File: src/rtl/raster_timing_pkg.sv
package raster_timing_pkg;
  localparam int CNT_W = 13;
  localparam int ADDR_W = 3;
  localparam int DATA_W = 32;
  localparam int HI_LSB = 16;

  localparam logic [ADDR_W-1:0] REG_COMMIT = 3'd0;
  localparam logic [ADDR_W-1:0] REG_CTRL   = 3'd1;
  localparam logic [ADDR_W-1:0] REG_HTOT   = 3'd2;
  localparam logic [ADDR_W-1:0] REG_HACT   = 3'd3;
  localparam logic [ADDR_W-1:0] REG_VTOT   = 3'd4;
  localparam logic [ADDR_W-1:0] REG_VACT   = 3'd5;

  localparam int BIT_HPOL  = 4;
  localparam int BIT_VPOL  = 5;
  localparam int BIT_BLANK = 18;
  localparam int BIT_BLACK = 19;

  typedef struct packed {
    logic [CNT_W-1:0] syncEnd;
    logic [CNT_W-1:0] total;
    logic [CNT_W-1:0] actStart;
    logic [CNT_W-1:0] actEnd;
  } axisTiming_t;

  typedef struct packed {
    axisTiming_t h;
    axisTiming_t v;
    logic hPolHigh;
    logic vPolHigh;
    logic forceBlank;
    logic forceBlack;
  } timing_t;

  typedef struct packed {
    logic copyNow;
  } ctlStrobe_t;
endpackage

File: src/rtl/rtg_ctrl.sv
module rtg_ctrl
  import raster_timing_pkg::*;
(
  input  logic              clk,
  input  logic              rstN,
  input  logic              wrEn,
  input  logic [ADDR_W-1:0] wrAddr,
  input  logic [DATA_W-1:0] wrData,
  input  logic              frameEnd,
  output ctlStrobe_t        strobe,
  output timing_t           shadow,
  output logic              commitPending
);
  logic commitWr;
  logic unusedWrBits;

  assign unusedWrBits = ^wrData;
  assign commitWr = wrEn && (wrAddr == REG_COMMIT) && wrData[0];
  assign strobe.copyNow = commitPending && frameEnd;

  always_ff @(posedge clk) begin
    if (!rstN) begin
      commitPending <= 1'b0;
    end else begin
      commitPending <= (commitPending && !strobe.copyNow) || commitWr;
    end
  end

  always_ff @(posedge clk) begin
    if (!rstN) begin
      shadow <= '0;
    end else if (wrEn) begin
      case (wrAddr)
        REG_CTRL: begin
          shadow.hPolHigh   <= wrData[BIT_HPOL];
          shadow.vPolHigh   <= wrData[BIT_VPOL];
          shadow.forceBlank <= wrData[BIT_BLANK];
          shadow.forceBlack <= wrData[BIT_BLACK];
        end
        REG_HTOT: begin
          shadow.h.syncEnd <= wrData[CNT_W-1:0];
          shadow.h.total   <= wrData[HI_LSB+CNT_W-1:HI_LSB];
        end
        REG_HACT: begin
          shadow.h.actEnd   <= wrData[CNT_W-1:0];
          shadow.h.actStart <= wrData[HI_LSB+CNT_W-1:HI_LSB];
        end
        REG_VTOT: begin
          shadow.v.syncEnd <= wrData[CNT_W-1:0];
          shadow.v.total   <= wrData[HI_LSB+CNT_W-1:HI_LSB];
        end
        REG_VACT: begin
          shadow.v.actEnd   <= wrData[CNT_W-1:0];
          shadow.v.actStart <= wrData[HI_LSB+CNT_W-1:HI_LSB];
        end
        default: ;
      endcase
    end
  end
endmodule

File: src/rtl/rtg_datapath.sv
module rtg_datapath
  import raster_timing_pkg::*;
(
  input  logic             clk,
  input  logic             rstN,
  input  ctlStrobe_t       strobe,
  input  timing_t          shadow,
  output timing_t          act,
  output logic [CNT_W-1:0] hCnt,
  output logic [CNT_W-1:0] vCnt,
  output logic             lineEnd,
  output logic             frameEnd,
  output logic             hsync,
  output logic             vsync,
  output logic             de,
  output logic             blank,
  output logic             blackOut,
  output logic [CNT_W-1:0] xPos,
  output logic [CNT_W-1:0] yPos
);
  logic [CNT_W:0] hNext;
  logic [CNT_W:0] vNext;
  logic hInSync, vInSync, hInAct, vInAct, inWindow;

  assign hNext = {1'b0, hCnt} + 1'b1;
  assign vNext = {1'b0, vCnt} + 1'b1;
  assign lineEnd = hNext >= {1'b0, act.h.total};
  assign frameEnd = lineEnd && (vNext >= {1'b0, act.v.total});

  always_ff @(posedge clk) begin
    if (!rstN) begin
      act  <= '0;
      hCnt <= '0;
      vCnt <= '0;
    end else begin
      if (strobe.copyNow) act <= shadow;
      if (lineEnd) begin
        hCnt <= '0;
        vCnt <= frameEnd ? '0 : vNext[CNT_W-1:0];
      end else begin
        hCnt <= hNext[CNT_W-1:0];
      end
    end
  end

  assign hInSync = hCnt < act.h.syncEnd;
  assign vInSync = vCnt < act.v.syncEnd;
  assign hsync = act.hPolHigh ? hInSync : !hInSync;
  assign vsync = act.vPolHigh ? vInSync : !vInSync;

  assign hInAct = (hCnt >= act.h.actStart) && (hCnt < act.h.actEnd);
  assign vInAct = (vCnt >= act.v.actStart) && (vCnt < act.v.actEnd);
  assign inWindow = hInAct && vInAct;

  assign de = inWindow && !act.forceBlank;
  assign blank = !de;
  assign blackOut = inWindow && act.forceBlack;
  assign xPos = inWindow ? hCnt - act.h.actStart : '0;
  assign yPos = inWindow ? vCnt - act.v.actStart : '0;
endmodule

File: src/rtl/raster_timing_gen.sv
module raster_timing_gen
  import raster_timing_pkg::*;
(
  input  logic              clk,
  input  logic              rstN,
  input  logic              wrEn,
  input  logic [ADDR_W-1:0] wrAddr,
  input  logic [DATA_W-1:0] wrData,
  output logic              hsync,
  output logic              vsync,
  output logic              de,
  output logic              blank,
  output logic              blackOut,
  output logic [CNT_W-1:0]  xPos,
  output logic [CNT_W-1:0]  yPos,
  output logic              commitPending
);
  ctlStrobe_t strobe;
  timing_t shadow;
  timing_t act;
  logic [CNT_W-1:0] hCnt, vCnt;
  logic lineEnd, frameEnd;

  rtg_ctrl ctrl_i (
    .clk(clk), .rstN(rstN), .wrEn(wrEn), .wrAddr(wrAddr), .wrData(wrData),
    .frameEnd(frameEnd), .strobe(strobe), .shadow(shadow),
    .commitPending(commitPending)
  );

  rtg_datapath dp_i (
    .clk(clk), .rstN(rstN), .strobe(strobe), .shadow(shadow), .act(act),
    .hCnt(hCnt), .vCnt(vCnt), .lineEnd(lineEnd), .frameEnd(frameEnd),
    .hsync(hsync), .vsync(vsync), .de(de), .blank(blank),
    .blackOut(blackOut), .xPos(xPos), .yPos(yPos)
  );
endmodule

File: config.mk
export PLATFORM = sky130hd
export DESIGN_NAME = raster_timing_gen
export DESIGN_NICKNAME = d
export VERILOG_FILES = /design/src/rtl/raster_timing_pkg.sv /design/src/rtl/rtg_ctrl.sv /design/src/rtl/rtg_datapath.sv /design/src/rtl/raster_timing_gen.sv
export SDC_FILE = /design/constraint.sdc
export NUM_CORES = 1
export LEC_CHECK = 0
export BUFFER_PORTS_ARGS = -buffer_cell sky130_fd_sc_hd__buf_2
export CAP_MARGIN = 20
export CORE_UTILIZATION = 54
export CTS_CLUSTER_DIAMETER = 200
export DETAILED_ROUTE_END_ITERATION = 6
export GPL_ROUTABILITY_DRIVEN = 0
export PLACE_DENSITY = 0.81
export SYNTH_ARGS = -nofsm -noshare
export SYNTH_HDL_FRONTEND = slang
export SYNTH_SLANG_ARGS = --single-unit
File: constraint.sdc
create_clock -name clk -period 6.5 [get_ports clk]
set_input_delay 0 -clock clk [delete_from_list [all_inputs] [get_ports clk]]
set_output_delay 0 -clock clk [all_outputs]
set_load 0.02 [all_outputs]
==> flow_summary.ini <==
[run_status]
outcome = completed

[global_route]
grt_pass1_vias = 10380
antenna_found_initial = 0
met2_usage_pct = 44.49
grt_util_met3_pct = 3.600
grt_use_total_pct = 26.06
grt_overflow_total = 0
grt_pass1_wl_um = 50940
grt_max_degree = 195
grt.busiest_layer = met2
gr-usage-met1_pct = 33.57

[critical_path]
setup.worst_path.start = dp_i.vCnt[1]
critical_path.max_stage_delay_ns = 0.68
setup.worst_path.end_class = register
cp.required_ns = 6.94
r2r_setup_slack_ns = 2.03
slowest_stage = and3_4
arrival_ns = 4.91
worstSetupPathType = reg2reg
cp_top_family = simple AND/OR/NAND/NOR gates
cp_max_fo = 40
worstReg2RegStart = dp_i.vCnt[1]
timing.rr.end = dp_i.act[87]
r2r_cells = 12
worstPathCellList = ha_1 > and3_1 > and3_1 > nand4_1 > xnor2_1 > ha_1 > and3_1 > and3_1 > a41o_2 > and3_4 > buf_4 > mux2i_1
path_common_cell = and3_1
crit_buf_inv = 1
start_kind = register

[detailed_routing]
antenna_left = 0
first_pass_iters = 5
via_count = 10810
wl_per_cell_um = 16.17
drcViolationCount = 0
viasPerCell = 5.529
first_iter_violations = 879
routed_wirelength_um = 31610

[flow_run]
drv_cap = 0

[clock_network]
cts.clk_slew.worst_paths_ns = 0.07
cts_tree = done
clockBufferDepth = 3
cts_inserted_buffers = 26
post-cts-setup-buffers = 0
cts_sinks = 243
cts_root_buf = clkbuf_16
insertion_delay_ns = 0.54
h-tree-depth = 1

[sta]
rsz0062_at_grt = no
timing.fmax_mhz = 223.7
tightest_slew_ns = 1.093
worst_clock_skew_ns = 0.02266
setup_ws_ns = 2.030
setup_viol = 0
finalCritPeriodShare_pct = 68.77
drv_slew = 0
tns_ns = 0
period_needed_ns = 4.470
slew-limit-headroom_pct = 27.15
hold_viol = 0

[synthesis]
yosysUniqueCellTypes = 55
synth.largest_area_cell = dfxtp_1
synth-async-reset-ratio_pct = 0
synthFlopType = dfxtp_1
syn_inst = 1572
ys_seq_area_share_pct = 37.56
synthTopCellsByCount = nand2_1 (468), dfxtp_1 (243), a21boi_0 (113), mux2i_1 (112)
syn_area_per_cell_sq_um = 8.239
syn_nets = 1714
yosysWarnings = 0
ys_top_cells_by_area = dfxtp_1 (38%), nand2_1 (14%), ha_1 (9.9%), mux2i_1 (8.7%), a21boi_0 (6.5%)
synth_edf_count = 0
ys_ff_latch = 243
synth_area_sq_mm = 0.01295
synth_most_common_cell = nand2_1
synth_top_area_share_pct = 37.56

[placement]
pre_cts_ws_ns = 2.215
port-buffer-count = 63
placed_cell_area_sq_mm = 0.01337
hpwl_um = 21220

[power]
pwr-share-clk_pct = 47.8
power_density_mw_per_mm2 = 216.8
power_uw = 3160
p_sw_share_pct = 21.92
switchingPower_uw = 692.6
p_int_uw = 2467
max-vdd-ir-drop_uv = 202.7
p_leak_uw = 0.005268
p_seq_share_pct = 47.8
p_comb_share_pct = 4.4

[cells_and_area]
diodes = 0
num-nets-final = 1761
final_area_sq_mm = 0.01458
post_route_cells_drive_above_1_share_pct = 8.007
synthToLayoutAreaGrowth_pct = 12.54

[worst_hold_path]
min_to = ctrl_i.commitPending
worstHoldStart = wrEn
holdPathStages = 4
hp-class = in2reg

[die]
core-area_sq_mm = 0.02347
die_w_um = 156.9
rows = 56
io_pins = 70
initial_utilization_pct = 55.18
die_area_sq_mm = 0.02461
dieHeight_um = 156.9
==> stage by stage <==
stage	instances	utilization (%)	hold slack [ns]
floorplan	1572	-	0.1449
global placement	1878	56.95	0.2978
detailed placement	1878	56.95	0.3046
CTS	1952	61.91	0.01956
global route	1955	62.10	0.06224
finish	1955	62.10	0.02808
==> worst register-to-register path, cell delays in order (launching register included) <==
cell,delay [ns]
dfxtp_1,0.62
ha_1,0.33
and3_1,0.26
and3_1,0.32
nand4_1,0.15
xnor2_1,0.18
ha_1,0.32
and3_1,0.21
and3_1,0.20
a41o_2,0.26
and3_4,0.68
buf_4,0.56
mux2i_1,0.29
==> sequential cells by signal, summed over array words and instances (netlist names) <==
signal                count
ctrl_i.shadow           108
dp_i.vCnt                13
dp_i.act                108
dp_i.hCnt                13
ctrl_i.commitPending      1
==> repair_timing <==
action / CTS / global route
endpoints found under the hold margin: 109 / 0
resized for setup: 0 / 0
hold buffers: 29 / 0
setup endpoints to repair: 0 / 0
==> layer usage <==
| metal | vias up | routed length, um |
|---|---|---|
| li1 | 5356 | - |
| met1 | 5061 | 14370 |
| met2 | 332 | 14460 |
| met3 | 60 | 1747 |
| met4 | 0 | 1028 |
| met5 | - | 0 |
==> kinds of logic (layout without fill, tap and decap cells) <==
kind of cell	after synthesis	count (layout)	synth area share (%)
multiplexers	114	114	8.829
flip-flops	243	243	37.56
AO/OA/AOI/OAI	246	246	13.53
AND/OR/NAND/NOR	637	637	21.05
adder cells (fa/ha/maj)	104	104	10.16
XOR/XNOR	41	41	2.772
buffers and inverters	187	251	6.095
==> power by group through the flow <==
| stage | registers, uW | logic, uW | clock network (uW) |
|---|---|---|---|
| 2_1_floorplan | 1540 | 75.9 | 0 |
| 3_3_place_gp | 1540 | 117 | 0 |
| 3_5_place_dp | 1540 | 120 | 0 |
| 4_1_cts | 1510 | 134 | 1520 |
| 5_1_grt | 1510 | 149 | 1590 |
| 6_report | 1510 | 138 | 1510 |
==> worst max path at each step <==
stage | to | slack (ns) | depth (start not counted)
global placement | dp_i.act[3] | 2.30 | 12
finish | dp_i.act[87] | 2.03 | 12
floorplan | dp_i.act[10] | 3.05 | 16
CTS | dp_i.act[86] | 2.16 | 12
detailed placement | dp_i.act[86] | 2.21 | 12
global route | dp_i.act[87] | 1.84 | 12
==> cells in the final DEF (no fill, tap or decap), types with 24 or more instances in the layout <==
cell type	n
inv_1	102
dlygate4sd3_1	29
clkbuf_16	27
ha_1	102
mux2i_1	112
nand2_1	468
a21o_1	26
dfxtp_1	243
nor3_1	26
xnor2_1	27
a21boi_0	113
nand3_1	27
nor2_1	24
buf_2	62
a21oi_1	33
==> layout make-up <==
| type | instances | area, sq um |
|---|---|---|
| Multi-Input combinational cell | 1142 | 7315 |
| Tap cell | 319 | 399.1 |
| Timing Repair Buffer | 104 | 740.7 |
| Inverter | 102 | 382.9 |
| Clock inverter | 6 | 83.83 |
| Sequential cell | 243 | 4865 |
| Clock buffer | 39 | 790.8 |
| Fill cell | 1892 | 8896 |
(Power assumes the default switching activity.)
